[src/rtl/ecc_fixer_pkg.sv]
// Shared types for the NAND ECC syndrome corrector.
// Assumes nothing beyond a 2-bit verdict encoding seen at the top ports.
package ecc_fixer_pkg;

    // Verdict codes; values are visible on the result port
    typedef enum logic [1:0] {
        OUT_CLEAN  = 2'b00,
        OUT_FIXED  = 2'b01,
        OUT_FATAL  = 2'b10,
        OUT_BLANK  = 2'b11
    } outcome_e;

    // Sequencer states of the corrector
    typedef enum logic [2:0] {
        ST_IDLE     = 3'd0,
        ST_CLASSIFY = 3'd1,
        ST_FETCH    = 3'd2,
        ST_PATCH    = 3'd3,
        ST_REPORT   = 3'd4
    } fix_state_e;

endpackage

[src/rtl/ecc_code_unpack.sv]
// Splits a packed code into its even and odd parity vectors.
// Assumes the packing: low byte even P1..P128, next byte odd P1..P128,
// then the remaining even parities followed by the remaining odd ones.
// For eight or fewer pairs the lower half is even and the upper half odd.
module ecc_code_unpack #(
    parameter int NPAIR = 12
) (
    input  logic [2*NPAIR-1:0] code,
    output logic [NPAIR-1:0]   par_even,
    output logic [NPAIR-1:0]   par_odd
);

    generate
        if (NPAIR <= 8) begin : g_short
            // Short code: halves map directly
            assign par_even = code[NPAIR-1:0];
            assign par_odd  = code[2*NPAIR-1:NPAIR];
        end else begin : g_long
            localparam int HI = NPAIR - 8;
            // First two bytes carry the eight low parity pairs
            assign par_even[7:0] = code[7:0];
            assign par_odd[7:0]  = code[15:8];
            // Third field carries the upper pairs, even nibble first
            assign par_even[NPAIR-1:8] = code[16 +: HI];
            assign par_odd[NPAIR-1:8]  = code[16+HI +: HI];
        end
    endgenerate

endmodule

[src/rtl/ecc_popcount.sv]
// Counts the set bits of a vector.
// Assumes CW is wide enough to hold W.
module ecc_popcount #(
    parameter int W  = 24,
    parameter int CW = $clog2(W + 1)
) (
    input  logic [W-1:0]  vec,
    output logic [CW-1:0] count
);

    // Sum each bit into the running count
    always_comb begin
        count = '0;
        for (int i = 0; i < W; i++) begin
            count = count + CW'(vec[i]);
        end
    end

endmodule

[src/rtl/ecc_outcome.sv]
// Maps the syndrome weight and code flags onto a verdict.
// Assumes weight is the bit count of the full syndrome. The checks are
// ordered: equal codes, weight one, weight NPAIR-1, weight NPAIR, then blank.
module ecc_outcome
    import ecc_fixer_pkg::*;
#(
    parameter int NPAIR = 12,
    parameter int CW    = 5
) (
    input  logic          same,
    input  logic          blank,
    input  logic [CW-1:0] weight,
    output outcome_e      verdict
);

    // Priority classification of the syndrome
    always_comb begin
        if (same || weight == '0) begin
            verdict = OUT_CLEAN;
        end else if (weight == CW'(1)) begin
            verdict = OUT_FATAL;
        end else if (weight == CW'(NPAIR - 1)) begin
            verdict = OUT_FATAL;
        end else if (weight == CW'(NPAIR)) begin
            verdict = OUT_FIXED;
        end else if (blank) begin
            verdict = OUT_BLANK;
        end else begin
            verdict = OUT_FATAL;
        end
    end

endmodule

[src/rtl/nand_ecc_fixer.sv]
// NAND ECC syndrome corrector for one data block of 2^BLK_LOG bytes.
// On start it latches the parity syndrome. It classifies the syndrome one
// cycle later and, for a single-bit error, reads and rewrites the failing
// byte. Assumes the buffer returns read data one cycle after buf_rd_en and
// takes a write on the edge where buf_wr_en is high.
module nand_ecc_fixer
    import ecc_fixer_pkg::*;
#(
    parameter int BLK_LOG = 9
) (
    input  logic                       clk,
    input  logic                       rst_n,
    input  logic                       start,
    input  logic [2*(BLK_LOG+3)-1:0]   code_stored,
    input  logic [2*(BLK_LOG+3)-1:0]   code_calc,
    output logic                       busy,
    output logic                       done,
    output logic [1:0]                 result,
    output logic [BLK_LOG-1:0]         err_byte,
    output logic [2:0]                 err_bit,
    output logic [BLK_LOG-1:0]         buf_addr,
    output logic                       buf_rd_en,
    input  logic [7:0]                 buf_rdata,
    output logic                       buf_wr_en,
    output logic [7:0]                 buf_wdata
);

    localparam int NPAIR  = BLK_LOG + 3;
    localparam int CODE_W = 2 * NPAIR;
    localparam int CW     = $clog2(CODE_W + 1);

    fix_state_e         state_q;
    logic [NPAIR-1:0]   st_even, st_odd, ca_even, ca_odd;
    logic [NPAIR-1:0]   syn_even_q, syn_odd_q;
    logic               same_q, blank_q;
    logic [CW-1:0]      weight;
    outcome_e           verdict_d, verdict_q;
    logic [BLK_LOG-1:0] err_byte_q;
    logic [2:0]         err_bit_q;
    logic               accept;

    ecc_code_unpack #(.NPAIR(NPAIR)) u_unpack_stored (
        .code     (code_stored),
        .par_even (st_even),
        .par_odd  (st_odd)
    );

    ecc_code_unpack #(.NPAIR(NPAIR)) u_unpack_calc (
        .code     (code_calc),
        .par_even (ca_even),
        .par_odd  (ca_odd)
    );

    ecc_popcount #(.W(CODE_W), .CW(CW)) u_weight (
        .vec   ({syn_odd_q, syn_even_q}),
        .count (weight)
    );

    ecc_outcome #(.NPAIR(NPAIR), .CW(CW)) u_outcome (
        .same    (same_q),
        .blank   (blank_q),
        .weight  (weight),
        .verdict (verdict_d)
    );

    assign accept = (state_q == ST_IDLE) && start;

    // Sequencer: capture, classify, optional fetch and patch, report
    always_ff @(posedge clk) begin
        if (!rst_n) begin
            state_q <= ST_IDLE;
        end else begin
            case (state_q)
                ST_IDLE:     if (start) state_q <= ST_CLASSIFY;
                ST_CLASSIFY: state_q <= (verdict_d == OUT_FIXED) ? ST_FETCH : ST_REPORT;
                ST_FETCH:    state_q <= ST_PATCH;
                ST_PATCH:    state_q <= ST_REPORT;
                ST_REPORT:   state_q <= ST_IDLE;
                default:     state_q <= ST_IDLE;
            endcase
        end
    end

    // Latch the unpacked syndrome and the code flags on an accepted start
    always_ff @(posedge clk) begin
        if (!rst_n) begin
            syn_even_q <= '0;
            syn_odd_q  <= '0;
            same_q     <= 1'b1;
            blank_q    <= 1'b0;
        end else if (accept) begin
            syn_even_q <= st_even ^ ca_even;
            syn_odd_q  <= st_odd ^ ca_odd;
            same_q     <= (code_stored == code_calc);
            blank_q    <= (&code_stored) && !(|code_calc);
        end
    end

    // Register the verdict and the error location after classification
    always_ff @(posedge clk) begin
        if (!rst_n) begin
            verdict_q  <= OUT_CLEAN;
            err_byte_q <= '0;
            err_bit_q  <= '0;
        end else if (state_q == ST_CLASSIFY) begin
            verdict_q <= verdict_d;
            if (verdict_d == OUT_FIXED) begin
                err_byte_q <= syn_odd_q[NPAIR-1:3];
                err_bit_q  <= syn_odd_q[2:0];
            end else begin
                err_byte_q <= '0;
                err_bit_q  <= '0;
            end
        end
    end

    // Buffer port: one read, then a write of the byte with one bit flipped
    assign buf_addr  = err_byte_q;
    assign buf_rd_en = (state_q == ST_FETCH);
    assign buf_wr_en = (state_q == ST_PATCH);
    assign buf_wdata = buf_rdata ^ (8'd1 << err_bit_q);

    // Status outputs
    assign busy     = (state_q != ST_IDLE);
    assign done     = (state_q == ST_REPORT);
    assign result   = verdict_q;
    assign err_byte = err_byte_q;
    assign err_bit  = err_bit_q;

endmodule

[config.mk]
export PLATFORM = sky130hd
export DESIGN_NAME = nand_ecc_fixer
export DESIGN_NICKNAME = d
export VERILOG_FILES = /design/src/rtl/ecc_fixer_pkg.sv /design/src/rtl/ecc_code_unpack.sv /design/src/rtl/ecc_popcount.sv /design/src/rtl/ecc_outcome.sv /design/src/rtl/nand_ecc_fixer.sv
export SDC_FILE = /design/constraint.sdc
export NUM_CORES = 1
export LEC_CHECK = 0
export BUFFER_PORTS_ARGS = -buffer_cell sky130_fd_sc_hd__buf_2
export CAP_MARGIN = 0
export CORE_MARGIN = 2
export CORE_UTILIZATION = 55
export CTS_BUF_LIST = sky130_fd_sc_hd__clkbuf_8
export DETAILED_ROUTE_END_ITERATION = 12
export GPL_ROUTABILITY_DRIVEN = 0
export PLACE_DENSITY_LB_ADDON = 0.3
export SYNTH_ARGS = -nofsm -noshare
export SYNTH_HDL_FRONTEND = slang
export SYNTH_HIERARCHICAL = 1
export SYNTH_SLANG_ARGS = --single-unit
[constraint.sdc]
create_clock -name clk -period 13.65 [get_ports clk]
set_input_delay 0.6825 -clock clk [delete_from_list [all_inputs] [get_ports clk]]
set_output_delay 0.6825 -clock clk [all_outputs]
set_load 0.02 [all_outputs]
* Word-level counts from Yosys, hierarchy flattened
Index checks and enable logic that the tools add are counted.
W data, S select, Z words.
** Word-level totals
- Logic and storage cells :: 64
- Register bits after elaboration :: 43
** Operators by class
- Add/subtract/negate cells :: 23
- Shift operators :: 1
- Reduce and logical (&&, ||, !) cells :: 9
- Multiplexer cells :: 10
- Equal/unequal tests :: 10
- Bitwise logic cells :: 3
** Operators by type and width (number)
- $add A5 B1 Y5 :: 22
- $eq A24 B24 Y1 :: 1
- $reduce_and A24 Y1 :: 1
- $reduce_or A24 Y1 :: 1
- $xor A12 B12 Y12 :: 2
- $pmux W3 S4 :: 1
- $eq A5 B4 Y1 const B :: 2
- $mux W3 :: 3
- $mux W9 :: 1
- $mux W2 :: 4
- $shl A1 B3 Y8 const A :: 1
- $xor A8 B8 Y8 :: 1
- $eq A3 B2 Y1 const B :: 2
- $eq A5 B1 Y1 const B :: 1
- $logic_not A5 Y1 :: 1
- $eq A3 B1 Y1 const B :: 1
- $eq A3 B3 Y1 const B :: 1
- $logic_not A3 Y1 :: 1
- $reduce_bool A3 Y1 :: 1
- $add A1 B1 Y2 :: 1
- $eq A2 B1 Y1 const B :: 1
- $logic_and A1 B1 Y1 :: 2
- $ne A2 B2 Y1 const B :: 1
- $logic_not A1 Y1 :: 1
- other kinds (2) :: 2

* Depth between registers and ports, before layout
- Word-level depth :: 31
- Mapped depth :: 22

* Hierarchy
Netlist, hierarchy kept.
** Modules (own cells, without submodules)
- nand_ecc_fixer :: instances 1, cells an instance 256, area an instance 2497.4 um^2, sequential area each 860.8 um^2
- ecc_popcount :: instances 1, cells an instance 67, area an instance 648.1 um^2, sequential area each 0.0 um^2
- ecc_code_unpack :: instances 2, cells an instance 24, area an instance 180.2 um^2, sequential area each 0.0 um^2
- ecc_outcome :: instances 1, cells an instance 9, area an instance 73.8 um^2, sequential area each 0.0 um^2

* Worst setup path before layout
OpenSTA, ideal clock, no wires.
- Kind :: reg-to-reg
- From :: reg syn_even_q[0]
- To :: reg state_q[1]
- Arrival :: 5.895 ns
- Path slack :: 7.696 ns
- Cell stages (with the launch flop) :: 22
- Setup time :: 0.059 ns
- Period minus slack after synthesis :: 5.954 ns
- Data required time :: 13.591 ns
- Buffers on the path :: 1
- Cell sequence :: dfxtp_1 > fa_1 > ha_1 > inv_1 > fa_1 > inv_1 > fa_1 > fa_1 > inv_1 > fa_1 > fa_1 > fa_1 > nand2b_1 > a21oi_1 > xor2_1 > and4bb_1 > o21bai_1 > a221oi_2 > or3b_1 > nor3b_2 > buf_6 > o221a_4
** Between the ends
- Longest elaborated chain between the ends :: 31
- Elaborated cells between the ends (all ways) :: 35
** RTL lines
- from (decl) :: RTL line nand_ecc_fixer.sv:34 : logic [NPAIR-1:0] syn_even_q, syn_odd_q;
- from (signal assigned) :: RTL line nand_ecc_fixer.sv:92 : syn_even_q <= st_even ^ ca_even;
- $add A1 B1 Y2 (*) :: RTL line ecc_popcount.sv:15 : count = count + CW'(vec[i]);
- $add A5 B1 Y5 (*) (22 in a row) :: RTL line ecc_popcount.sv:15
- net weight[4] :: RTL line nand_ecc_fixer.sv:36 : logic [CW-1:0] weight;
- $eq A5 B4 Y1 :: RTL line ecc_outcome.sv:24 : end else if (weight == CW'(NPAIR)) begin
- $mux W2 :: RTL line ecc_outcome.sv:24
- $mux W2 :: RTL line ecc_outcome.sv:22 : end else if (weight == CW'(NPAIR - 1)) begin
- $mux W2 :: RTL line ecc_outcome.sv:20 : end else if (weight == CW'(1)) begin
- $mux W2 (*) :: RTL line ecc_outcome.sv:18 : if (same || weight == '0) begin
- net verdict_d[0] :: RTL line nand_ecc_fixer.sv:37 : outcome_e verdict_d, verdict_q;
- $eq A2 B1 Y1 (*) :: RTL line nand_ecc_fixer.sv:75 : ST_CLASSIFY: state_q <= (verdict_d == OUT_FIXED) ? ST_FETCH : ST_REPORT;
- $mux W3 (*) :: RTL line nand_ecc_fixer.sv:75
- $pmux W3 S4 (*) :: RTL line nand_ecc_fixer.sv:73 : case (state_q)
- to (signal assigned) :: RTL line nand_ecc_fixer.sv:75
- to (decl) :: RTL line nand_ecc_fixer.sv:32 : fix_state_e state_q;
The timed path passes the listed nets; every way through them passes the cells marked *.
A chain may end at the register's enable or synchronous reset.

* Worst setup path after layout
- From :: reg syn_even_q[0]
- To :: reg err_bit_q[2] (netlist: err_bit[2])
** Between the ends
- Longest elaborated chain between the ends :: 30
- Elaborated cells between the ends (all ways) :: 34
** RTL lines
- $add A1 B1 Y2 (*) :: RTL line ecc_popcount.sv:15
- $add A5 B1 Y5 (*) (22 in a row) :: RTL line ecc_popcount.sv:15
- net weight[4] :: RTL line nand_ecc_fixer.sv:36
- $eq A5 B4 Y1 :: RTL line ecc_outcome.sv:24
- $mux W2 :: RTL line ecc_outcome.sv:24
- $mux W2 :: RTL line ecc_outcome.sv:22
- $mux W2 :: RTL line ecc_outcome.sv:20
- $mux W2 (*) :: RTL line ecc_outcome.sv:18
- net verdict_d[0] :: RTL line nand_ecc_fixer.sv:37
- $eq A2 B1 Y1 (*) :: RTL line nand_ecc_fixer.sv:107 : if (verdict_d == OUT_FIXED) begin
- $mux W3 (*) :: RTL line nand_ecc_fixer.sv:107
- to (signal assigned) :: RTL line nand_ecc_fixer.sv:109 : err_bit_q <= syn_odd_q[2:0];
- to (decl) :: RTL line nand_ecc_fixer.sv:39 : logic [2:0] err_bit_q;
Marks and branches as above.

==> flow_summary.toml <==
[synthesis]
ys_async_sr_fraction_pct = 0
syn_nets = 466
synth-edff-count = 0
synth.cell_area_um2 = 3580
synth_area_leaders = "dfxtp_1 24%, buf_4 13%, fa_1 9.5%"
synth_top_area_share_pct = 24.0
synth_flop_cell = "dfxtp_1"
avgSynthCellArea_um2 = 9.42
synth_seq_area_share_pct = 24.0
yosysWarnings = 6
yosysTopAreaCell = "dfxtp_1"
synth_most_common_cell = "buf_4"
ys_ff_latch = 43
syn-instance-count = 380
ys_types = 44
synth_top_cells_by_count = "60 x buf_4, 43 x dfxtp_1, 32 x inv_1"

[sta]
worst_clock_skew_ns = 0.00327
clock.fmax_mhz = 147
slew_headroom_pct = 27.6
fin_crit_ns = 6.80
finalCritPeriodShare_pct = 49.9
setup_tns_ns = 0
drv_slew = 0
worst_slew_pin_slew_ns = 1.08
rsz0062_at_grt = "false"
setup_viol = 0
final_hold_viol_count = 0

[floorplanning]
die_y_um = 84.7
num_rows = 29
start_util_pct = 56.7
ioPinCount = 94
dieArea_um2 = 7170
die_x_um = 84.7
core_area_um2 = 6310

[route]
vias = 2546
ant_nets = 0
first_pass_iters = 5
wire_per_inst_um = 14.2
drcViolationCount = 0
vias_per_cell = 5.25
initialDrtViolationCount = 82
routed_wl_mm = 6.87

[critical_path]
path_buf_inv = 3
r2r_slack_ns = 6.85
cp_slowest_stage_delay_ns = 0.89
criticalPathCategory = "reg2reg"
worstPathMaxFanout = 13
end_kind = "flip-flop"
worst_path_max_delay_cell = "nor3b_2"
crit_chain = "fa_1 > ha_1 > inv_1 > fa_1 > inv_1 > fa_1 > fa_1 > inv_1 > fa_1 > fa_1 > fa_1 > nand2b_1 > a21oi_1 > xor2_1 > and4bb_1 > o21bai_1 > a221oi_2 > or3b_1 > nor3b_2 > a22oi_1 > nor2b_1"
critPathLaunchType = "flip-flop"
crit_family = "adder cells"
worst_ep_required_time_ns = 13.88
critPathMostFrequentCell = "fa_1"
crit_arrival_ns = 7.03

[grt]
grt_use_total_pct = 19.6
grt_max_degree = 50
overflow = 0
grt_pass1_wl_mm = 11.4
grt_antenna_before_repair = 0
grt_pass1_vias = 2529

[power]
leakagePower_uw = 0.00190
power.density_nw_per_um2 = 147
vdd_drop_max_v = 0.000111
power_uw = 547

[clock_tree]
numCtsBuffers = 5
h-tree-depth = 2
clk_pin_slew_worst_paths_ns = 0.08
cts_tree = "built"
cts_resized = 0
cts_hold_buf = 0
clk_latency_ns = 0.29
post_cts_buffers = 0
root_buffer = "clkbuf_8"
clock_sinks = 43
clockBufferDepth = 2

[layout]
final_area_um2 = 3710
post-route-util_pct = 58.8
synthToLayoutAreaGrowth_pct = 3.70
final_cells = 485
antennaDiodeCount = 0
nets = 493
layout-drive-gt1-share_pct = 30.9

[place]
io_buffers = 93
place_hpwl_mm = 5.64
dpl.cell_count = 477
placedInstanceArea_um2 = 3630

[hold_path]
hold_class = "reg2reg"

[outcome]
status = "finished, final reports clean"

[flow_run]
maxCapViolCount = 0
-- kinds of logic after synthesis --
group,after synthesis,synth area share [%]
muxes,2,0.559
buffers and inverters,106,17.9
and+or+nand+nor,95,16.4
AOI/OAI and AO/OA,46,13.1
adders and majority gates,27,13.0
xor gates and xnor gates,61,14.9
DFF,43,24.0
-- through the flow --
step	setup slack (ns)	hold slack, ns
after floorplan	7.70	0.444
after global placement	7.05	0.482
after detailed placement	6.84	0.491
after CTS	6.82	0.510
after global routing	6.46	0.524
final	6.85	0.507
-- area by class of cell --
type | count | area, um^2
sequential | 43 | 861
tap | 77 | 96.3
inverter | 32 | 120
timing repair buffer | 94 | 473
clock buffer | 5 | 68.8
multi-input combinational | 231 | 2080
fill | 593 | 2600
clock inverter | 3 | 16.3
-- cell usage in the layout (no fill, tap or decap), drive strengths merged, types with 4 or more instances in the layout --
cell / count
ha: 10
nor3b: 4
nor4: 6
nor4bb: 10
clkbuf: 5
nor2b: 16
dfxtp: 43
nor2: 7
nand2: 31
nand4: 4
buf: 94
o211a: 24
nor3: 4
inv: 33
xor2: 30
xnor2: 31
a22oi: 12
fa: 17
-- power by group --
part	total [uW]	switching, uW	leakage, uW	internal (uW)
Clock	79.0	44.0	0.0000453	35.0
Sequential	143	8.75	0.000353	134
Combinational	325	182	0.00150	143
Total	547	235	0.00190	312
-- flip-flops by register name, summed over array words and instances (netlist names) --
name	cells
syn_odd_q	12
syn_even_q	12
same_q	1
err_bit	3
blank_q	1
result	2
state_q	3
buf_addr	9
-- worst register-to-register path: stages (launching register included) --
cell and delay (ns):
dfxtp_1 0.33, fa_1 0.47, ha_1 0.29, inv_1 0.05
fa_1 0.49, inv_1 0.05, fa_1 0.48, fa_1 0.52
inv_1 0.05, fa_1 0.44, fa_1 0.42, fa_1 0.43
nand2b_1 0.16, a21oi_1 0.15, xor2_1 0.12, and4bb_1 0.27
o21bai_1 0.07, a221oi_2 0.32, or3b_1 0.41, nor3b_2 0.89
a22oi_1 0.14, nor2b_1 0.18
-- metal layers --
layer / GRT usage (%) / wire [um]
met2: 33.0 / 3170
met3: 2.36 / 361
met1: 25.7 / 3150
met5: 0 / 0
met4: 7.50 / 185
-- final timing paths --
path / start / endpoint / cells past startpoint
worst min-delay path: syn_even_q[11] / syn_even_q[11] / 1
worst min register to register: syn_even_q[11] / syn_even_q[11] / 1
worst max-delay path: syn_even_q[0] / err_bit[2] / 21
worst max register to register: syn_even_q[0] / err_bit[2] / 21
Note: power is estimated with default switching activity, not from simulation.
